$ cat src/rtl/pccard_rd_pkg.sv
package pccard_rd_pkg;
  parameter int unsigned CNT_W  = 8;
  parameter int unsigned N_SPC  = 3;

  typedef enum logic [1:0] {
    SP_ATTR = 2'd0,
    SP_COMM = 2'd1,
    SP_IO   = 2'd2,
    SP_RSVD = 2'd3
  } space_e;

  typedef enum logic [1:0] {
    PH_IDLE = 2'd0,
    PH_PRE  = 2'd1,
    PH_ACC  = 2'd2,
    PH_HOLD = 2'd3
  } phase_e;

  typedef struct packed {
    logic [CNT_W-1:0] pre;
    logic [CNT_W-1:0] acc;
    logic [CNT_W-1:0] hold;
  } timing_t;
endpackage

$ cat src/rtl/pccard_sync2.sv
module pccard_sync2 #(
  parameter logic RST_VAL = 1'b1
) (
  input  logic clk,
  input  logic rst_n,
  input  logic d_async,
  output logic q_sync
);
  logic meta_q, sync_q;

  always_ff @(posedge clk or negedge rst_n) begin
    if (!rst_n) begin
      meta_q <= RST_VAL;
      sync_q <= RST_VAL;
    end else begin
      meta_q <= d_async;
      sync_q <= meta_q;
    end
  end

  assign q_sync = sync_q;
endmodule

$ cat src/rtl/pccard_timing_sel.sv
module pccard_timing_sel
  import pccard_rd_pkg::*;
(
  input  logic [N_SPC*CNT_W-1:0] cfg_pre,
  input  logic [N_SPC*CNT_W-1:0] cfg_acc,
  input  logic [N_SPC*CNT_W-1:0] cfg_hold,
  input  space_e                 space,
  output timing_t                t_sel
);
  timing_t slot [N_SPC];

  for (genvar g = 0; g < N_SPC; g++) begin : g_slot
    assign slot[g].pre  = cfg_pre [g*CNT_W +: CNT_W];
    assign slot[g].acc  = cfg_acc [g*CNT_W +: CNT_W];
    assign slot[g].hold = cfg_hold[g*CNT_W +: CNT_W];
  end

  always_comb begin
    unique case (space)
      SP_ATTR: t_sel = slot[0];
      SP_IO:   t_sel = slot[2];
      default: t_sel = slot[1];
    endcase
  end
endmodule

$ cat src/rtl/pccard_rd_fsm.sv
module pccard_rd_fsm
  import pccard_rd_pkg::*;
#(
  parameter int unsigned WAIT_LEAD = 2
) (
  input  logic    clk,
  input  logic    rst_n,
  input  logic    start,
  input  timing_t t_in,
  input  logic    wait_act,
  output phase_e  phase,
  output logic    strobe_end,
  output logic    cycle_end
);
  localparam logic [CNT_W-1:0] LEAD = CNT_W'(WAIT_LEAD);

  phase_e           ph_q;
  timing_t          tim_q;
  logic [CNT_W-1:0] cnt_q;
  logic             armed_q;
  logic             stretch;

  assign stretch    = armed_q && wait_act;
  assign strobe_end = (ph_q == PH_ACC) && (cnt_q == '0) && !stretch;
  assign cycle_end  = (ph_q == PH_HOLD) && (cnt_q == '0);
  assign phase      = ph_q;

  always_ff @(posedge clk or negedge rst_n) begin
    if (!rst_n) begin
      ph_q    <= PH_IDLE;
      tim_q   <= '0;
      cnt_q   <= '0;
      armed_q <= 1'b0;
    end else begin
      unique case (ph_q)
        PH_IDLE: begin
          armed_q <= 1'b0;
          if (start) begin
            tim_q <= t_in;
            cnt_q <= t_in.pre;
            ph_q  <= PH_PRE;
          end
        end
        PH_PRE: begin
          if (cnt_q == '0) begin
            cnt_q <= tim_q.acc;
            ph_q  <= PH_ACC;
          end else begin
            cnt_q <= cnt_q - 1'b1;
          end
        end
        PH_ACC: begin
          if (wait_act && (cnt_q >= LEAD)) armed_q <= 1'b1;
          if (cnt_q != '0) begin
            cnt_q <= cnt_q - 1'b1;
          end else if (!stretch) begin
            cnt_q   <= tim_q.hold;
            armed_q <= 1'b0;
            ph_q    <= PH_HOLD;
          end
        end
        PH_HOLD: begin
          if (cnt_q == '0) ph_q <= PH_IDLE;
          else             cnt_q <= cnt_q - 1'b1;
        end
        default: ph_q <= PH_IDLE;
      endcase
    end
  end

  // a strobe phase with access cycles left cannot end early
  assert_acc_runs_R6: assert property (@(posedge clk) disable iff (!rst_n)
    (ph_q == PH_ACC && cnt_q != '0) |=> ph_q == PH_ACC);

  // a wait seen inside the last two access cycles never arms the stretch
  assert_late_wait_R7: assert property (@(posedge clk) disable iff (!rst_n)
    (ph_q == PH_ACC && cnt_q < LEAD && !armed_q) |=> !armed_q);

  // hold phase lasts until its count is used up
  assert_hold_runs_R8: assert property (@(posedge clk) disable iff (!rst_n)
    (ph_q == PH_HOLD && cnt_q != '0) |=> ph_q == PH_HOLD);

  // pre-charge always flows into the access phase
  assert_pre_to_acc_R5: assert property (@(posedge clk) disable iff (!rst_n)
    (ph_q == PH_PRE && cnt_q == '0) |=> ph_q == PH_ACC);
endmodule

$ cat src/rtl/pccard_read_seq.sv
module pccard_read_seq
  import pccard_rd_pkg::*;
#(
  parameter int unsigned ADDR_W = 26,
  parameter int unsigned DATA_W = 16
) (
  input  logic                   clk,
  input  logic                   rst_n,
  input  logic                   req_valid,
  output logic                   req_ready,
  input  logic [ADDR_W-1:0]      req_addr,
  input  logic [1:0]             req_space,
  input  logic [1:0]             req_be,
  input  logic [N_SPC*CNT_W-1:0] cfg_pre,
  input  logic [N_SPC*CNT_W-1:0] cfg_acc,
  input  logic [N_SPC*CNT_W-1:0] cfg_hold,
  output logic                   done,
  output logic [DATA_W-1:0]      rd_data,
  output logic [ADDR_W-1:0]      card_addr,
  output logic [1:0]             card_ce_n,
  output logic                   card_reg_n,
  output logic                   card_oe_n,
  output logic                   card_iord_n,
  output logic                   card_dir,
  output logic                   card_addr_oe_n,
  output logic                   card_data_oe_n,
  input  logic                   card_wait_n,
  input  logic [DATA_W-1:0]      card_data
);
  space_e            sp_in;
  timing_t           t_sel;
  phase_e            phase;
  logic              accept, strobe_end, cycle_end;
  logic              wait_n_s, busy, strobing;
  logic [ADDR_W-1:0] addr_q;
  logic [1:0]        be_q;
  logic              io_q, reg_q;
  logic [DATA_W-1:0] data_q;
  logic              done_q;

  assign sp_in  = space_e'(req_space);
  assign busy   = (phase != PH_IDLE);
  assign accept = req_valid && req_ready;

  pccard_timing_sel u_tsel (
    .cfg_pre  (cfg_pre),
    .cfg_acc  (cfg_acc),
    .cfg_hold (cfg_hold),
    .space    (sp_in),
    .t_sel    (t_sel)
  );

  pccard_sync2 #(.RST_VAL(1'b1)) u_wsync (
    .clk     (clk),
    .rst_n   (rst_n),
    .d_async (card_wait_n),
    .q_sync  (wait_n_s)
  );

  pccard_rd_fsm #(.WAIT_LEAD(2)) u_fsm (
    .clk        (clk),
    .rst_n      (rst_n),
    .start      (accept),
    .t_in       (t_sel),
    .wait_act   (!wait_n_s),
    .phase      (phase),
    .strobe_end (strobe_end),
    .cycle_end  (cycle_end)
  );

  always_ff @(posedge clk or negedge rst_n) begin
    if (!rst_n) begin
      addr_q <= '0;
      be_q   <= '0;
      io_q   <= 1'b0;
      reg_q  <= 1'b0;
      data_q <= '0;
      done_q <= 1'b0;
    end else begin
      if (accept) begin
        addr_q <= req_addr;
        be_q   <= req_be;
        io_q   <= (sp_in == SP_IO);
        reg_q  <= (sp_in == SP_ATTR) || (sp_in == SP_IO);
      end
      if (strobe_end) data_q <= card_data;
      done_q <= cycle_end;
    end
  end

  assign strobing       = (phase == PH_ACC);
  assign req_ready      = !busy;
  assign done           = done_q;
  assign rd_data        = data_q;
  assign card_addr      = addr_q;
  assign card_ce_n      = busy ? ~be_q : 2'b11;
  assign card_reg_n     = busy ? !reg_q : 1'b1;
  assign card_oe_n      = !(strobing && !io_q);
  assign card_iord_n    = !(strobing && io_q);
  assign card_dir       = !busy;
  assign card_addr_oe_n = !busy;
  assign card_data_oe_n = !busy;

  // never both strobes at once
  assert_one_strobe_R3: assert property (@(posedge clk) disable iff (!rst_n)
    !(!card_oe_n && !card_iord_n));

  // an accepted request drops ready on the next cycle
  assert_busy_after_accept_R2: assert property (@(posedge clk) disable iff (!rst_n)
    (req_valid && req_ready) |=> !req_ready);

  // card controls hold steady while a cycle runs
  assert_ctrl_stable_R10: assert property (@(posedge clk) disable iff (!rst_n)
    (busy && $past(busy)) |-> ($stable(card_addr) && $stable(card_ce_n) && $stable(card_reg_n)));

  // a strobe is only driven with the buffers enabled inbound
  assert_strobe_buffers_R10: assert property (@(posedge clk) disable iff (!rst_n)
    (!card_oe_n || !card_iord_n) |-> (!card_addr_oe_n && !card_data_oe_n && !card_dir));

  // done is a single-cycle pulse
  assert_done_pulse_R11: assert property (@(posedge clk) disable iff (!rst_n)
    done |=> !done);

  // done only arrives after a hold phase
  assert_done_after_hold_R11: assert property (@(posedge clk) disable iff (!rst_n)
    $rose(done) |-> $past(phase) == PH_HOLD);
endmodule

$ cat config.mk
export PLATFORM = sky130hd
export DESIGN_NAME = pccard_read_seq
export DESIGN_NICKNAME = d
export VERILOG_FILES = /design/src/rtl/pccard_rd_pkg.sv /design/src/rtl/pccard_sync2.sv /design/src/rtl/pccard_timing_sel.sv /design/src/rtl/pccard_rd_fsm.sv /design/src/rtl/pccard_read_seq.sv
export SDC_FILE = /design/constraint.sdc
export NUM_CORES = 1
export LEC_CHECK = 0
export ABC_AREA = 1
export BUFFER_PORTS_ARGS = -buffer_cell sky130_fd_sc_hd__buf_2
export CAP_MARGIN = 20
export CORE_UTILIZATION = 29
export CTS_BUF_LIST = sky130_fd_sc_hd__clkbuf_4 sky130_fd_sc_hd__clkbuf_8
export CTS_CLUSTER_DIAMETER = 100
export CTS_CLUSTER_SIZE = 14
export DETAILED_ROUTE_END_ITERATION = 16
export PLACE_DENSITY_LB_ADDON = 0.08
export SLEW_MARGIN = 0
export SYNTH_ARGS = -nofsm -noshare
export SYNTH_HDL_FRONTEND = slang
export SYNTH_HIERARCHICAL = 1
export SYNTH_SLANG_ARGS = --single-unit
$ cat constraint.sdc
create_clock -name clk -period 2.09 [get_ports clk]
set_input_delay 0.3135 -clock clk [delete_from_list [all_inputs] [get_ports clk]]
set_output_delay 0.3135 -clock clk [all_outputs]
set_load 0.02 [all_outputs]
Word-level counts from Yosys, hierarchy flattened
Index checks and enable logic that the tools add are counted.
- $add $sub $neg: 1
- multipliers: 0
- divide/modulo/power cells: 0
- magnitude comparators: 1
- equal/unequal tests: 11
- shift operators: 0
- multiplexer cells: 19
- bitwise logic cells: 1
- reductions and logical operators: 25
- operators with widths (cell ; count):
    24-bit case mux with 2 select lines ; 1
    8-bit two-way mux ; 5
    8-bit case mux with 4 select lines ; 1
    2-bit two-way mux ; 6
    2-bit != test (second input constant) ; 5
    8-bit by 2-bit greater-or-equal comparator with 1-bit output (second input constant) ; 1
    1-bit logical AND ; 8
    8-bit zero test ; 1
    2-bit case mux with 4 select lines ; 1
    8-bit nonzero test ; 1
    8-bit by 1-bit subtractor with 8-bit output (second input constant) ; 1
    1-bit zero test ; 7
    2-bit equality test (second input constant) ; 3
    5-bit AND reduction ; 1
    2-bit zero test ; 2
    1-bit two-way mux ; 4
    2-bit nonzero test ; 2
    3-bit != test (second input constant) ; 1
    3-bit AND reduction ; 1
    2-bit by 1-bit equality test with 1-bit output (second input constant) ; 1
    2-bit by 1-bit != test with 1-bit output (second input constant) ; 1
    2-bit NOT ; 1
    1-bit case mux with 2 select lines ; 1
    2-bit AND reduction ; 1
    1-bit logical OR ; 1
- register bits after elaboration: 76
- latch bits: 0
- memory bits (writable): 0
- bits in read-only memories: 0
- bits of input ports: 122
- word-level logic and storage cells: 71
- memories kept: 0

Logic depth before layout (Yosys ltp)
Gate-level depths: netlist of the first run.
- depth after elaboration: 6
- gate-level depth with buffers: 11
- gate-level depth less buffers: 10

Modules after synthesis
The synthesis of the first run kept the hierarchy.
- modules (own cells, without submodules) (module ; times used ; cells an instance ; area an instance (µm²)):
    pccard_read_seq ; 1 ; 213 ; 1925.6
    pccard_rd_fsm ; 1 ; 208 ; 1655.3
    pccard_timing_sel ; 1 ; 108 ; 615.6
    pccard_sync2 ; 1 ; 2 ; 52.6

Worst setup path after synthesis of the first run
OpenSTA, ideal clock, no wires.
- kind: register to register
- start: reg u_fsm.ph_q[0] (netlist: u_fsm/phase[0])
- end: reg u_fsm/tim_q[10] (netlist name)
- arrival time: 1585 ps
- required time: 1965 ps
- path slack: 380 ps
- cell stages (with the launch flop): 7
- period minus slack after synthesis: 1710 ps
- cells stage by stage: dfrtp_1 inv_1 ha_1 buf_2 nand2_2 buf_2 mux2_2
- word-level cells in the longest chain between the ends: 4
- elaborated cells on any way between the ends: 5
- those cells by class: reduce/logical (5)
- RTL lines (element ; RTL line ; text):
    start: declaration ; pccard_rd_fsm.sv:17 ; phase_e ph_q;
    start signal: assignment ; pccard_rd_fsm.sv:30 ; ph_q <= PH_IDLE;
    start signal: assignment ; pccard_rd_fsm.sv:41 ; ph_q <= PH_PRE;
    start signal: assignment ; pccard_rd_fsm.sv:47 ; ph_q <= PH_ACC;
    2-bit nonzero test ; pccard_read_seq.sv:42 ; assign busy = (phase != PH_IDLE);
    1-bit zero test ; pccard_read_seq.sv:92 ; assign req_ready = !busy;
    1-bit logical AND ; pccard_read_seq.sv:43 ; assign accept = req_valid && req_ready;
    2-bit AND reduction (no source line) (*) ; -- ;
    end signal: assignment ; pccard_rd_fsm.sv:39 ; tim_q <= t_in;
    end: declaration ; pccard_rd_fsm.sv:18 ; timing_t tim_q;
Every way passes the cells marked *; elsewhere a longest branch is shown, timed or not.
A chain may end at the register's enable or synchronous reset.

Worst setup path in the final report of the first run
- start: reg u_fsm.ph_q[1] (netlist: u_fsm/phase[1])
- end: out card_reg_n
- word-level cells in the longest chain between the ends: 2
- RTL lines (element ; RTL line ; text):
    2-bit nonzero test ; pccard_read_seq.sv:42 ;
    1-bit two-way mux ; pccard_read_seq.sv:97 ; assign card_reg_n = busy ? !reg_q : 1'b1;
    end: declaration ; pccard_read_seq.sv:21 ; output logic card_reg_n,
Every way passes these cells.

==> results.md, run 1 <==
* Die Wd at 123 um
* Resized Gates After CTS at 0
* FF-to-FF setup slack at 0.31 ns
* Post-CTS Setup Inserts at 0
* Synthesized instance count at 531
* CTS tree: done
* Initial antenna violation count at 1
* Grt ovf at 0
* CP Capture Type: primary output
* #FFs+latches synth at 76
* Fmax at 555 MHz
* Worst Slack Setup Final at 0.287 ns
* Area grow syn2layout at 28.7%
* Yosys warning count at 6
* Synth area leader: dfrtp_1
* Starting density of the core at 0.301
* Setup violations, final at 0
* Clock skew at 0.00670 ns
* Total clock sinks at 76
* Via count at 3,919
* DR iter-0 viols at 170
* VDD IR max at 0.000576 V
* Status: completed
* Synth area leaders: dfrtp_1 44%, nand2_1 17%, nand3_1 8.5%, mux2_2 4.0%, inv_1 3.0%
* RSZ-0062 raised after global routing: false
* Worst-margin pin slew at 0.617 ns
* Die H at 123 um
* Cell Pwr Density at 1380 nW/um^2
* Avg Inst Size Synth at 8.00 sq um
* Leak Pwr at 3.01 nW
* Post-DP HPWL at 8.48 mm
* Mapped cell area at 4250 sq um
* Rel. slew slack at 0.588
* # IOs at 174
* Pwr Total at 7.55 mW
* Vias in the first global route at 3,867
* Final WL at 11.2 mm
* Seq/Total Area, Yosys at 0.448
* Post-route clock period utilization at 0.863
* DR vias/cell at 4.43
* Placeable Area at 14,100 sq um
* Post-synth top area share at 0.436
* Die area at 15,100 sq um
* Worst-path clk slew at 0.08 ns
* Register area at 1900 sq um
* Layout cell share with drive strength beyond 1 at 0.361
* Type of the worst min-delay path: primary input to flop
* CP max FO at 14
* H-Tree Depth at 3
* TritonRoute pass-1 iters at 4
* Fillcell total at 1,532
* Largest net degree at the start of global routing at 47
* Req. time, crit path at 1.78 ns
* CTS max path bufs at 2
* FP Rows at 43
* Routed length per placed instance at 12.7 um
* CP Class: flop to primary output
* Worst EP arrival at 1.49 ns
* First-pass GRT wire length at 18.4 mm
* Final #Nets at 827
* Num CTS Buffers at 9
* Final Hold Viols at 0
* Dpl ws at 0.305 ns
* PortBufs at 173
* Multi-input gate area at 1970 sq um
* Max-cap viol count at 0
* Clock root buffer: clkbuf_8
* Synth Net Count at 660
* Fin crit period at 1.80 ns
* DR DRC count at 0
* Setup crit start kind: flop
* Worst skew pair latency at 0.34 ns
* Netlist cell types at 33
* Total GRT Usage at 0.156
* Setup TNS at 0 ns
* Post-route ant nets at 0
* GPL Wtd Cong at 0.768
* Final Max Tran Viols at 0
* Post-CTS Hold Buffers at 1
-- cell type report --
class | count | share of cell area
antenna | 1 | 0.000457
clock buffer | 13 | 0.0304
clock inverter | 3 | 0.0126
inverter | 36 | 0.0247
multi-input combinational | 389 | 0.361
sequential | 76 | 0.348
tap | 180 | 0.0412
timing repair buffer | 186 | 0.182
-- per-stage QoR --
stage / area (sq um) / hold WS [ns] / util / std cells
6_report: 5470 / 0.0675 / 0.388 / 884
5_1_grt: 5470 / 0.0357 / 0.388 / 883
3_5_place_dp: 5220 / 0.352 / 0.370 / 866
2_1_floorplan: 4250 / 0.0179 / - / 531
4_1_cts: 5470 / 0.0437 / 0.388 / 883
3_3_place_gp: 5220 / 0.348 / 0.370 / 866
-- cells in the mapped netlist (all sizes together) --
cell and count:
nor2 33, nand3b 3, nand3 82, dfrtp 74, nand2 208, dfstp 2, xor2 1, nand4 2
clkinv 1, o21ai 22, or2 2, clkbuf 2, ha 7, xnor2 2, mux2 15, inv 35
buf 28, nor3 1, a21oi 11
-- registers in the layout (all words and copies together), names as in the netlist --
name	cells
card_addr	26
rd_data	16
u_fsm/tim_q	16
u_fsm/cnt_q	8
be_q	2
u_fsm/phase	2
done	1
io_q	1
reg_q	1
u_fsm/armed_q	1
u_wsync/meta_q	1
u_wsync/q_sync	1
-- routing by layer --
layer,global-route usage,share of wire
met1,0.196,0.44
met2,0.260,0.49
met3,0.0466,0.059
met4,0.0444,0.010
met5,0,0
-- cell families (layout without fill, tap and decap cells) --
family / Yosys count / count (layout) / share of synthesized area
AND/OR/NAND/NOR: 331 / 331 / 0.358
buffers and inverters: 66 / 238 / 0.0877
AO/OA/AOI/OAI: 33 / 33 / 0.0398
adder cells (fa/ha/maj): 7 / 7 / 0.0206
other: 0 / 1 / 0
XOR/XNOR: 3 / 3 / 0.00618
multiplexers: 15 / 15 / 0.0398
flip-flops: 76 / 76 / 0.448
-- power by group --
part | leakage, nW | switching [mW] | internal, mW | total [mW]
logic | 1.99 | 2.31 | 1.33 | 3.64
registers | 0.898 | 0.445 | 2.15 | 2.60
clock network | 0.121 | 0.540 | 0.768 | 1.31
-- critical path: stages (launching register included) --
cell,delay (ns)
dfrtp_1,0.47
nor2_4,0.15
buf_4,0.20
inv_1,0.09
nand2_1,0.06
buf_2,0.17
-- cells in the final DEF (no fill, tap or decap), drive strengths merged --
master	netlist	final
a21oi	11	11
ha	7	7
dfstp	2	2
nand4	2	2
clkinv	1	2
nand2	208	208
diode	0	1
xnor2	2	2
bufinv	0	2
nand3	82	82
or2	2	2
nor2	33	33
mux2	15	15
buf	28	185
nor3	1	1
o21ai	22	22
dfrtp	74	74
inv	35	35
nand3b	3	3
clkbuf	2	13
xor2	1	1
dlygate4sd3	0	1
-- final timing paths --
kind                                 from              to  depth (start not counted)
min reg2reg                u_wsync/meta_q  u_wsync/q_sync                          0
max in group asynchronous           rst_n  u_fsm/cnt_q[6]                          3
max                        u_fsm/phase[1]      card_reg_n                          5
min in group asynchronous           rst_n  u_fsm/cnt_q[4]                          2
max reg2reg                u_fsm/phase[1]  u_fsm/cnt_q[5]                         10
min                           card_wait_n  u_wsync/meta_q                          1
Power figures use the tool's default switching activity.
==> inputs of run 2 (changes only) <==
- CORE_UTILIZATION: 29 -> 49
==> run 2 against run 1 <==
Final cell count is 9.0% lower. Clock skew is 0.0075 ns higher. Combinational power is 2% lower. Critical path type unchanged.
==> results.md, run 2 (synthesis results as in run 1) <==
* Layout cell share with drive strength beyond 1 at 0.359
* Commonest non-fill, non-tap cell in the layout: nand2_1
* Total GRT Usage at 0.234
* FP Rows at 33
* Setup crit start kind: flop
* Clock skew at 0.0142 ns
* Rel. slew slack at 0.591
* Placeable Area at 8300 sq um
* Setup TNS at 0 ns
* Fin util at 0.642
* RSZ-0062 raised after global routing: false
* Fmax at 517 MHz
* GPL Wtd Cong at 0.861
* Vias in the first global route at 3,827
* Final #Nets at 823
* Req. time, crit path at 1.78 ns
* Num CTS Buffers at 9
* CTS tree: done
* Grt ovf at 0
* CP Capture Type: primary output
* Starting density of the core at 0.512
* Status: completed
* Worst Slack Setup Final at 0.154 ns
* Fin crit period at 1.94 ns
* Cell Pwr Density at 1400 nW/um^2
* Clock root buffer: clkbuf_8
* Area grow syn2layout at 25.4%
* Post-route ant nets at 0
* Die area at 9050 sq um
* Fillcell total at 777
* Via count at 3,977
* DR DRC count at 0
* CP max FO at 28
* Type of the worst min-delay path: primary input to flop
* Multi-input gate area at 1970 sq um
* Post-CTS Setup Inserts at 0
* Most frequent cells in the layout: 193 x nand2_1, 172 x buf_2, 73 x dfrtp_1, 72 x nand3_1, 34 x inv_1
* Worst skew pair latency at 0.34 ns
* Setup violations, final at 0
* Post-route clock period utilization at 0.926
* Die Wd at 95.1 um
* Final Max Tran Viols at 0
* Final WL at 10.3 mm
* Dpl ws at 0.238 ns
* CP Class: flop to primary output
* Final instance area at 5330 sq um
* Initial antenna violation count at 0
* CTS max path bufs at 2
* Pwr Total at 7.45 mW
* Die H at 95.1 um
* Worst EP arrival at 1.62 ns
* Flip-flop count of the largest register after layout at 26
* Leak Pwr at 2.98 nW
* H-Tree Depth at 3
* Dpl cell area at 5090 sq um
* PortBufs at 173
* Worst-path clk slew at 0.07 ns
* Post-DP HPWL at 7.53 mm
* VDD IR max at 0.000740 V
* Worst-margin pin slew at 0.613 ns
* Dpl cells at 787
* Worst Hold Slack at 0.0751 ns
* Register area at 1910 sq um
* Post-Layout Cell Count at 804
* Total clock sinks at 76
* Largest net degree at the start of global routing at 49
* Antenna cells at 0
* Final Hold Viols at 0
* DR iter-0 viols at 166
* # IOs at 174
* First-pass GRT wire length at 16.5 mm
* TritonRoute pass-1 iters at 4
* DR vias/cell at 4.95
* Max-cap viol count at 0
* Routed length per placed instance at 12.8 um
[run 2: routing by layer]
| metal | GRT usage | share of wire | vias to the layer above |
|---|---|---|---|
| li1 | - | - | 2003 |
| met1 | 0.279 | 0.43 | 1848 |
| met2 | 0.405 | 0.50 | 115 |
| met3 | 0.0566 | 0.059 | 11 |
| met4 | 0.0871 | 0.014 | 0 |
| met5 | 0 | 0 | - |
[run 2: path summary, 6_finish.rpt]
check	slack (ns)	cells past startpoint	end	startpoint
min reg2reg	0.35	0	u_wsync/q_sync	u_wsync/meta_q
min	0.08	1	u_wsync/meta_q	card_wait_n
max	0.15	3	card_addr_oe_n	u_fsm/phase[1]
max reg2reg	0.24	10	u_fsm/cnt_q[3]	u_fsm/phase[0]
min in group asynchronous	0.53	2	u_fsm/cnt_q[1]	rst_n
max in group asynchronous	0.91	3	u_fsm/cnt_q[3]	rst_n
[run 2: critical path, stage by stage (launching register included)]
cell	delay [ns]
dfrtp_1	0.48
nor2_4	0.27
buf_4	0.32
buf_2	0.22
[run 2: layout make-up]
cell class,count,share of cell area
timing repair buffer,182,0.179
clock inverter,5,0.0157
clock buffer,11,0.0272
inverter,36,0.0254
multi-input combinational,389,0.371
sequential,76,0.358
tap,105,0.0247
[run 2: power by group]
group,internal [mW],leakage (nW),switching (mW)
registers,2.15,0.897,0.452
logic,1.28,1.97,2.29
clock network,0.723,0.110,0.555
[run 2: repair_timing]
item,CTS,global route
hold endpoints to repair,18,0
endpoints found under the setup margin,0,3
hold buffers,1,0
resized for setup,0,1
==> inputs of run 3 (changes only) <==
- ABC_AREA: 1 -> default
- MAX_ROUTING_LAYER: default -> met4
==> run 3 against run 2 <==
Via count down 16%. Critical path depth up 4. Maximum frequency up 1.4%. Total power down 3.1%. Sequential cell count unchanged. Final cell count down 22%. Clock skew down 0.0060 ns. Area after synthesis down 5.6%. Critical path type is now flop to flop. Largest cell class unchanged.
==> results.md, run 3 <==
* CP Capture Type: flop
* Commonest non-fill, non-tap cell in the layout: buf_2
* Worst-margin pin slew at 0.484 ns
* CP max FO at 9
* Final instance area at 5230 sq um
* Setup crit start kind: flop
* Synth area leader: dfrtp_1
* Post-DP HPWL at 7.43 mm
* Antenna cells at 0
* Layout cell share with drive strength beyond 1 at 0.538
* Clock skew at 0.00812 ns
* Final Max Tran Viols at 0
* Type of the worst min-delay path: primary input to flop
* FF-to-FF setup slack at 0.18 ns
* Cell Pwr Density at 1380 nW/um^2
* First-pass GRT wire length at 15.5 mm
* Seq/Total Area, Yosys at 0.475
* Setup violations, final at 0
* Initial antenna violation count at 0
* Area grow syn2layout at 30.3%
* Routed length per placed instance at 15.0 um
* Avg Inst Size Synth at 11.8 sq um
* Yosys warning count at 6
* Largest net degree at the start of global routing at 39
* Most frequent cells in the layout: 172 x buf_2, 73 x dfrtp_1, 60 x mux2_2, 31 x nand2_1, 25 x mux2i_1
* Max-cap viol count at 0
* Synthesized instance count at 341
* Worst EP arrival at 2.19 ns
* H-Tree Depth at 3
* PortBufs at 173
* Starting density of the core at 0.514
* DR DRC count at 0
* Flip-flop count of the largest register after layout at 26
* FP Rows at 32
* Die area at 8550 sq um
* Worst skew pair latency at 0.34 ns
* Grt ovf at 0
* Worst Slack Setup Final at 0.181 ns
* CP Class: flop to flop
* Final WL at 9.44 mm
* Synth area leaders: dfrtp_1 46%, mux2_2 17%, mux2i_1 6.2%, nand2_1 2.9%, o21ai_1 2.5%
* Die H at 92.5 um
* DR iter-0 viols at 159
* CP startpoint: u_fsm/cnt_q[1]
* Synth Net Count at 470
* Via count at 3,333
* Num CTS Buffers at 9
* Post-synth top area share at 0.461
* Fmax at 524 MHz
* Rel. slew slack at 0.677
* R2R Path Start: u_fsm/cnt_q[1]
* VDD IR max at 0.000885 V
* Die Wd at 92.5 um
* Total clock sinks at 76
* RSZ-0062 raised after global routing: false
* TritonRoute pass-1 iters at 4
* Worst-path clk slew at 0.08 ns
* GPL Wtd Cong at 0.892
* Hold wc startpoint: card_wait_n
* Final Hold Viols at 0
* Post-CTS Setup Inserts at 0
* CTS tree: done
* Pwr Total at 7.22 mW
* Ys flop type: dfrtp_1
* Status: completed
* Mapped cell area at 4010 sq um
* #FFs+latches synth at 76
* Placeable Area at 7810 sq um
* # IOs at 174
* Number of flops mapped to enable cells by yosys at 0
* Leak Pwr at 2.63 nW
* Post-synth ARST share at 1.00
* Netlist cell types at 50
* Total GRT Usage at 0.238
* Req. time, crit path at 2.37 ns
* Dpl ws at 0.179 ns
* Dpl cell area at 5010 sq um
* Final #Nets at 653
* Post-route ant nets at 0
* Post-route clock period utilization at 0.913
* DR vias/cell at 5.29
* Clock root buffer: clkbuf_8
* Vias in the first global route at 3,320
* Count leader, synth: dfrtp_1
* Most frequent cells after synthesis: 74 x dfrtp_1, 60 x mux2_2, 31 x nand2_1
* CTS max path bufs at 2
* Fin crit period at 1.91 ns
* Setup TNS at 0 ns
==> run 3: layer usage <==
| layer | part of all wire | up-vias | wire, um | track usage |
|---|---|---|---|---|
| li1 | - | 1615 | - | - |
| met1 | 0.43 | 1595 | 4070 | 0.300 |
| met2 | 0.50 | 109 | 4760 | 0.394 |
| met3 | 0.050 | 14 | 468 | 0.0419 |
| met4 | 0.014 | 0 | 136 | 0.0729 |
| met5 | 0 | - | 0 | - |
==> run 3: area by class of cell <==
type | instances | area, sq um
clock inverters | 4 | 48.8
inverters | 8 | 30.0
fillers | 652 | 2580
repair buffers | 195 | 1050
multi-input cells | 234 | 1920
well taps | 102 | 128
clock buffers | 11 | 151
flip-flops and latches | 76 | 1910
==> run 3: timing repair <==
action / 4_1_cts / 5_1_grt
setup endpoints to repair: 0 / 2
gates resized for setup: 0 / 2
hold buffers: 1 / 0
hold endpoints to repair: 35 / 0
==> run 3: worst max-delay path, cell delays in order, from the launching register on <==
cell and delay [ns]:
dfrtp_1 0.40, inv_1 0.08, ha_1 0.20, nor3b_4 0.15, buf_4 0.17, a31o_2 0.32, o311ai_1 0.33, a32o_1 0.21
==> run 3: kinds of logic (layout without fill, tap and decap cells) <==
kind of cell,Yosys count,after routing,synth area share
adder cells (fa/ha/maj),7,7,0.0218
multiplexers,87,87,0.236
AO/OA/AOI/OAI,75,75,0.127
AND/OR/NAND/NOR,65,65,0.0895
flip-flops,76,76,0.475
buffers and inverters,31,218,0.0508
==> run 3: final timing paths <==
check	depth (start not counted)	to
max in group asynchronous	3	rd_data[3]
min in group asynchronous	2	rd_data[14]
max reg2reg	7	u_fsm/cnt_q[3]
max	7	u_fsm/cnt_q[3]
min reg2reg	0	u_wsync/q_sync
min	1	u_wsync/meta_q
==> run 3: report_power, final <==
part / internal, mW / switching, mW
Sequential: 2.10 / 0.432
Combinational: 1.66 / 1.90
Clock: 0.608 / 0.517
Total: 4.37 / 2.85
==> run 3: stage by stage <==
step | hold WS, ns | utilization | cells
5_1_grt | 0.0610 | 0.670 | 630
6_report | 0.0804 | 0.670 | 630
3_5_place_dp | 0.309 | 0.642 | 614
4_1_cts | 0.0707 | 0.669 | 630
2_1_floorplan | 0.0179 | - | 341
3_3_place_gp | 0.305 | 0.642 | 614
